### config.mk
export PLATFORM = sky130hd
export DESIGN_NAME = energy_pulse_sel
export DESIGN_NICKNAME = d
export VERILOG_FILES = /design/src/rtl/epsel_pkg.sv /design/src/rtl/epsel_gain.sv /design/src/rtl/epsel_satadd.sv /design/src/rtl/epsel_route.sv /design/src/rtl/energy_pulse_sel.sv
export SDC_FILE = /design/constraint.sdc
export NUM_CORES = 1
export LEC_CHECK = 0
export ABC_AREA = 1
export BUFFER_PORTS_ARGS = -buffer_cell sky130_fd_sc_hd__buf_2
export CAP_MARGIN = 20
export CORE_MARGIN = 1
export CORE_UTILIZATION = 25
export CTS_CLUSTER_SIZE = 40
export DETAILED_ROUTE_END_ITERATION = 6
export PLACE_DENSITY = 0.51
export REMOVE_ABC_BUFFERS = 1
export SETUP_SLACK_MARGIN = 0.4
export SLEW_MARGIN = 20
export SYNTH_ARGS = -nofsm -noshare
export SYNTH_HDL_FRONTEND = slang
export SYNTH_SLANG_ARGS = --single-unit
### constraint.sdc
create_clock -name clk -period 6.1 [get_ports clk]
set_input_delay 1.525 -clock clk [delete_from_list [all_inputs] [get_ports clk]]
set_output_delay 1.525 -clock clk [all_outputs]
set_load 0.02 [all_outputs]
### src/rtl/epsel_pkg.sv
package epsel_pkg;

    localparam int CFG_W = 16;
    localparam logic [CFG_W-1:0] CFG_RESET = 16'h5020;

    // configuration field positions
    localparam int SHUNT0_BIT = 0;
    localparam int SHUNT1_BIT = 1;
    localparam int CTLSRC_BIT = 2;
    localparam int MODE_LO    = 3;
    localparam int MODE_W     = 3;

    localparam logic [MODE_W-1:0] MODE_PAIR = 3'd2;

    // number of quantities scaled per interval (w0, var0, w1, var1)
    localparam int NQ = 4;

    typedef enum logic [1:0] {
        ST_IDLE   = 2'd0,
        ST_SCALE  = 2'd1,
        ST_COMMIT = 2'd2
    } seq_state_e;

endpackage

### src/rtl/epsel_gain.sv
module epsel_gain #(
    parameter int IN_W  = 32,
    parameter int OUT_W = 32
) (
    input  logic signed [IN_W-1:0]  din,
    input  logic                    shunt,
    output logic signed [OUT_W-1:0] dout
);
    localparam int BASE_W = (IN_W + 3 > OUT_W) ? IN_W + 3 : OUT_W;
    localparam int EW     = BASE_W + 1;

    localparam logic signed [EW-1:0] MAXV = {{(EW-OUT_W+1){1'b0}}, {(OUT_W-1){1'b1}}};
    localparam logic signed [EW-1:0] MINV = {{(EW-OUT_W+1){1'b1}}, {(OUT_W-1){1'b0}}};

    logic signed [EW-1:0] wide;
    logic signed [EW-1:0] shifted;

    always_comb begin
        wide    = {{(EW-IN_W){din[IN_W-1]}}, din};
        shifted = shunt ? (wide <<< 3) : wide;
        if (shifted > MAXV) begin
            dout = MAXV[OUT_W-1:0];
        end else if (shifted < MINV) begin
            dout = MINV[OUT_W-1:0];
        end else begin
            dout = shifted[OUT_W-1:0];
        end
    end
endmodule

### src/rtl/epsel_satadd.sv
module epsel_satadd #(
    parameter int W = 32
) (
    input  logic signed [W-1:0] a,
    input  logic signed [W-1:0] b,
    output logic signed [W-1:0] s
);
    logic signed [W:0] full;

    always_comb begin
        full = {a[W-1], a} + {b[W-1], b};
        if (full[W] != full[W-1]) begin
            s = full[W] ? {1'b1, {(W-1){1'b0}}} : {1'b0, {(W-1){1'b1}}};
        end else begin
            s = full[W-1:0];
        end
    end
endmodule

### src/rtl/epsel_route.sv
module epsel_route #(
    parameter int SUM_W = 32,
    parameter int OUT_W = 32
) (
    input  logic                     ctl_src,
    input  logic [2:0]               mode,
    input  logic signed [OUT_W-1:0]  sw0,
    input  logic signed [OUT_W-1:0]  svar0,
    input  logic signed [OUT_W-1:0]  sw1,
    input  logic signed [OUT_W-1:0]  svar1,
    input  logic [SUM_W-1:0]         isq0,
    input  logic [SUM_W-1:0]         isq1,
    input  logic signed [OUT_W-1:0]  cw,
    input  logic signed [OUT_W-1:0]  cvar,
    output logic signed [OUT_W-1:0]  nxt_w,
    output logic signed [OUT_W-1:0]  nxt_var
);
    import epsel_pkg::*;

    logic signed [OUT_W-1:0] pair_w;
    logic signed [OUT_W-1:0] pair_var;
    logic                    pick_one;

    epsel_satadd #(.W(OUT_W)) u_add_w (
        .a(sw0), .b(sw1), .s(pair_w)
    );

    epsel_satadd #(.W(OUT_W)) u_add_var (
        .a(svar0), .b(svar1), .s(pair_var)
    );

    always_comb begin
        pick_one = (isq1 > isq0);
        if (ctl_src) begin
            nxt_w   = cw;
            nxt_var = cvar;
        end else if (mode == MODE_PAIR) begin
            nxt_w   = pair_w;
            nxt_var = pair_var;
        end else if (pick_one) begin
            nxt_w   = sw1;
            nxt_var = svar1;
        end else begin
            nxt_w   = sw0;
            nxt_var = svar0;
        end
    end
endmodule

### src/rtl/energy_pulse_sel.sv
module energy_pulse_sel #(
    parameter int SUM_W = 32,
    parameter int OUT_W = 32
) (
    input  logic                     clk,
    input  logic                     rst_n,
    input  logic                     cfg_we,
    input  logic [15:0]              cfg_wdata,
    output logic [15:0]              cfg_q,
    input  logic                     acc_done,
    input  logic signed [SUM_W-1:0]  w0_sum,
    input  logic signed [SUM_W-1:0]  var0_sum,
    input  logic [SUM_W-1:0]         i0sq_sum,
    input  logic signed [SUM_W-1:0]  w1_sum,
    input  logic signed [SUM_W-1:0]  var1_sum,
    input  logic [SUM_W-1:0]         i1sq_sum,
    input  logic signed [OUT_W-1:0]  ctl_w,
    input  logic signed [OUT_W-1:0]  ctl_var,
    output logic signed [OUT_W-1:0]  pulse_w,
    output logic signed [OUT_W-1:0]  pulse_var
);
    import epsel_pkg::*;

    seq_state_e state, state_nxt;

    logic [CFG_W-1:0] cfg_reg;

    // snapshot taken at the strobe
    logic signed [SUM_W-1:0] raw_q [NQ];
    logic [SUM_W-1:0]        isq0_q, isq1_q;
    logic signed [OUT_W-1:0] snap_ctl_w, snap_ctl_var;
    logic                    snap_sh0, snap_sh1, snap_ctl;
    logic [MODE_W-1:0]       snap_mode;

    // scaled sums
    logic signed [OUT_W-1:0] gain_d  [NQ];
    logic signed [OUT_W-1:0] scaled_q [NQ];

    logic signed [OUT_W-1:0] nxt_w, nxt_var;
    logic                    take;

    assign cfg_q = cfg_reg;
    assign take  = (state == ST_IDLE) && acc_done;

    // configuration register
    always_ff @(posedge clk or negedge rst_n) begin
        if (!rst_n) begin
            cfg_reg <= CFG_RESET;
        end else if (cfg_we) begin
            cfg_reg <= cfg_wdata;
        end
    end

    // state register
    always_ff @(posedge clk or negedge rst_n) begin
        if (!rst_n) begin
            state <= ST_IDLE;
        end else begin
            state <= state_nxt;
        end
    end

    // next-state logic
    always_comb begin
        state_nxt = state;
        unique case (state)
            ST_IDLE:   state_nxt = acc_done ? ST_SCALE : ST_IDLE;
            ST_SCALE:  state_nxt = ST_COMMIT;
            ST_COMMIT: state_nxt = ST_IDLE;
            default:   state_nxt = ST_IDLE;
        endcase
    end

    // snapshot capture
    always_ff @(posedge clk or negedge rst_n) begin
        if (!rst_n) begin
            for (int k = 0; k < NQ; k++) raw_q[k] <= '0;
            isq0_q       <= '0;
            isq1_q       <= '0;
            snap_ctl_w   <= '0;
            snap_ctl_var <= '0;
            snap_sh0     <= 1'b0;
            snap_sh1     <= 1'b0;
            snap_ctl     <= 1'b0;
            snap_mode    <= '0;
        end else if (take) begin
            raw_q[0]     <= w0_sum;
            raw_q[1]     <= var0_sum;
            raw_q[2]     <= w1_sum;
            raw_q[3]     <= var1_sum;
            isq0_q       <= i0sq_sum;
            isq1_q       <= i1sq_sum;
            snap_ctl_w   <= ctl_w;
            snap_ctl_var <= ctl_var;
            snap_sh0     <= cfg_reg[SHUNT0_BIT];
            snap_sh1     <= cfg_reg[SHUNT1_BIT];
            snap_ctl     <= cfg_reg[CTLSRC_BIT];
            snap_mode    <= cfg_reg[MODE_LO +: MODE_W];
        end
    end

    // shunt gain, one stage per quantity; elements own quantities in pairs
    for (genvar g = 0; g < NQ; g++) begin : g_gain
        epsel_gain #(.IN_W(SUM_W), .OUT_W(OUT_W)) u_gain (
            .din   (raw_q[g]),
            .shunt ((g < 2) ? snap_sh0 : snap_sh1),
            .dout  (gain_d[g])
        );

        always_ff @(posedge clk or negedge rst_n) begin
            if (!rst_n) begin
                scaled_q[g] <= '0;
            end else if (state == ST_SCALE) begin
                scaled_q[g] <= gain_d[g];
            end
        end
    end

    epsel_route #(.SUM_W(SUM_W), .OUT_W(OUT_W)) u_route (
        .ctl_src (snap_ctl),
        .mode    (snap_mode),
        .sw0     (scaled_q[0]),
        .svar0   (scaled_q[1]),
        .sw1     (scaled_q[2]),
        .svar1   (scaled_q[3]),
        .isq0    (isq0_q),
        .isq1    (isq1_q),
        .cw      (snap_ctl_w),
        .cvar    (snap_ctl_var),
        .nxt_w   (nxt_w),
        .nxt_var (nxt_var)
    );

    // output process
    always_ff @(posedge clk or negedge rst_n) begin
        if (!rst_n) begin
            pulse_w   <= '0;
            pulse_var <= '0;
        end else if (state == ST_COMMIT) begin
            pulse_w   <= nxt_w;
            pulse_var <= nxt_var;
        end
    end
endmodule

==> metrics.md <==
| Metric | Value |
|---|---|
| Max-slew violations | `0` |
| Layout Nets | `4322` |
| Fmax achieved | `264 MHz` |
| CP arrival | `4.30 ns` |
| Synth cell types | `43` |
| Crit path max fanout | `63` |
| Area grow syn2layout | `19.5%` |
| Final instance area | `31900 um^2` |
| Run status | `finished with violations` |
| Worst-Skew Late Latency | `0.64 ns` |
| Clk network pwr share | `20.5%` |
| CTS resizes | `0` |
| Power share of the sequential group | `28.6%` |
| Least-Margin Pin Slew | `0.927 ns` |
| Failing checks | `DRC` |
| Sw frac | `47.4%` |
| Fin. Hold Viols | `0` |
| PortBufs | `355` |
| Sequential fraction of the synthesis area | `44.2%` |
| DR pass1 iterations | `7` |
| H-Tree Level Count | `2` |
| VDD IR max | `0.000266 V` |
| Global-route wire length before repair | `146000 um` |
| Ys Warns | `0` |
| Die Y-Extent | `329 um` |
| Remaining DRCs | `20` |
| Number of CTS-inserted buffers | `56` |
| Psw | `8870 uW` |
| Period utilization | `62.0%` |
| Worst R2R Setup Slack | `2.32 ns` |
| Cells after Synth | `3687` |
| Setup tns final | `0 ns` |
| WP data required | `6.62 ns` |
| Layout cells sized above 1 | `14.5%` |
| Dpl cell area | `29800 um^2` |
| Post-layout util | `30.2%` |
| FP Rows | `119` |
| Worst setup margin | `2.32 ns` |
| #FFs+latches synth | `472` |
| Setup Fix Bufs, Post-CTS | `0` |
| # hold bufs at CTS | `0` |
| Leakage power | `0.0164 uW` |
| Die X-Extent | `329 um` |
| Total global-route track usage | `17.3%` |
| Iteration-0 DRC Markers | `1537` |
| Critical Path Start Type | `flop` |
| Routed WL | `94700 um` |
| WHS | `0.474 ns` |
| Max_slew headroom | `38.2%` |
| CTS clock-pin slew for the worst setup and hold paths | `0.06 ns` |
| Logic gate share of total power | `50.9%` |
| Cell Pwr Density | `586 nW/um^2` |
| Async SR Flop Fraction | `100%` |
| Share of the synthesized area in the top cell type | `43.9%` |
| Setup-failing EPs final | `0` |
| Post-synth top area cell | `dfrtp_1` |
| Post-synth EDFFs | `0` |
| Routed length per instance | `17.6 um` |
| Mapped cell area | `26700 um^2` |
| Via/cell ratio | `4.54` |
| Vias post-DR | `24500` |
| Pre-CTS setup slack | `2.29 ns` |
| RSZ-0062 raised after global routing | `false` |
| Core area | `106000 um^2` |
| Int Pwr | `9850 uW` |
| Critical path type | `flop to flop` |
| Ranking of synthesized cells by area | `dfrtp_1 44%, nand2_1 23%, nor2_1 4.8%` |
| Number of global-route vias before repair | `24200` |
| Max-cap violation count | `0` |
| TritonCTS clock tree | `yes` |
| Ys flop type | `dfrtp_1` |
| Min-delay worst type | `flop to flop` |
| Antenna violations before repair | `20` |
| Largest net degree at the start of global routing | `149` |
| Gp weighted congestion | `0.909` |
| DP Wirelength | `70200 um` |
| Worst Skew | `0.0285 ns` |
| Die area | `108000 um^2` |
| Clock buffer depth | `3` |
| Starting Density | `25.3%` |
| Syn avg cell area | `7.25 um^2` |
| Critical path endpoint category | `flop` |
| GRT Residual Overflow | `0` |
| CTS sink cnt | `472` |
| Fin crit period | `3.78 ns` |
| Root Buffer | `clkbuf_16` |
| Io pins | `356` |
| Post-route antenna net violation count | `0` |
[per-stage QoR]
stage                     power, uW  instances
after floorplan               11800       3501
after global placement        14900       5279
after detailed placement      14900       5280
after CTS                     18800       5385
after global routing          20400       5386
final                         18700       5389
[layout by cell type, fill, tap and decap left out, types with 3 or more instances in the layout]
cell type   Yosys  routed
nand2_1      1608    1605
dfrtp_1       469     467
buf_2          12     354
nor2_1        344     339
inv_1         198     197
nand3_1       174     174
a21oi_1       123     123
ha_1           96      96
nand3b_1       93      93
o21ai_0        93      93
a31oi_1        84      84
clkbuf_16       0      58
nand2_2        42      43
o211ai_1       33      33
xor2_1         29      29
buf_4           3      29
o21bai_1       21      21
or2_2          14      14
bufinv_16       0      13
nor3_1         12      12
clkbuf_1      141      11
xnor2_1        10      10
mux2_2         10      10
clkinv_2        0       8
nor2_2          3       7
clkbuf_8        0       7
nand4_1         6       6
a21o_1          5       5
or2_1           4       4
clkinvlp_4      0       4
buf_12          0       4
diode_2         0       3
a311oi_2        0       3
a311oi_1        6       3
o21a_1          3       3
and2_1          3       3
dfstp_2         3       3
[path summary, 6_finish.rpt]
path                                from            end  cells after the start
max                           isq1_q[31]     pulse_w[6]                     16
min                        pulse_var[19]  pulse_var[19]                      2
max reg2reg                   isq1_q[31]     pulse_w[6]                     16
min reg2reg                pulse_var[19]  pulse_var[19]                      2
max in group asynchronous          rst_n     isq1_q[21]                      2
min in group asynchronous          rst_n     isq0_q[26]                      1
[layer usage]
layer	wire length [um]	vias up	GRT usage, %
met5	233	-	0
met4	3060	36	5.58
met3	6120	154	3.66
met2	40100	549	25.7
met1	45200	11500	24.9
li1	-	12300	-
[power by group through the flow]
| stage | Combinational [uW] | Clock [uW] | Sequential (uW) |
|---|---|---|---|
| floorplan | 6700 | 0 | 5100 |
| global placement | 9510 | 0 | 5380 |
| detailed placement | 9520 | 0 | 5380 |
| CTS | 9570 | 3940 | 5330 |
| global route | 10900 | 4050 | 5470 |
| finish | 9530 | 3830 | 5360 |
[critical path, cell delays in order, from the launching register on]
cell	delay [ns]
dfrtp_1	0.38
ha_1	0.29
nand2_1	0.07
nor2_1	0.13
nand2_1	0.12
nor4_4	0.30
nand2_1	0.12
nand2_2	0.07
buf_4	0.62
nand2_2	0.65
buf_4	0.43
nand2_1	0.09
nand3_1	0.07
nand2_1	0.10
nand2_1	0.06
nand2_1	0.09
nand2_1	0.05
[cells by family after synthesis]
logic type | share of synthesized area, %
xor+xnor | 1.28
compound gates | 8.10
simple gates | 35.5
fa+ha+maj | 4.64
mux | 0.421
flops | 44.2
buf+inv | 5.87
[final cells by class]
cell class,count,area (um^2)
Tap cell,1391,1740
Fill cell,11700,73800
Multi-Input combinational cell,2828,13400
Sequential cell,472,11800
Antenna cell,3,7.51
Clock inverter,29,503
Inverter,201,764
Timing Repair Buffer,389,2100
Clock buffer,76,1590
[cells in the mapped netlist, types with 29 or more instances]
master and number:
nand2_2 42, o21ai_0 93, inv_1 198, dfrtp_1 469
o211ai_1 33, xor2_1 29, a21oi_1 123, nand2_1 1608
clkbuf_1 141, nor2_1 344, a31oi_1 84, nand3_1 174
ha_1 96, nand3b_1 93
[flip-flops by register name (all words and copies together) (netlist names)]
signal / cells
state: 2
snap_sh0: 1
snap_ctl: 1
raw_q: 128
scaled_q: 128
cfg_q: 16
snap_ctl_w: 32
isq0_q: 32
pulse_var: 32
isq1_q: 32
snap_sh1: 1
pulse_w: 32
snap_mode: 3
snap_ctl_var: 32
Power figures use the tool's default switching activity.
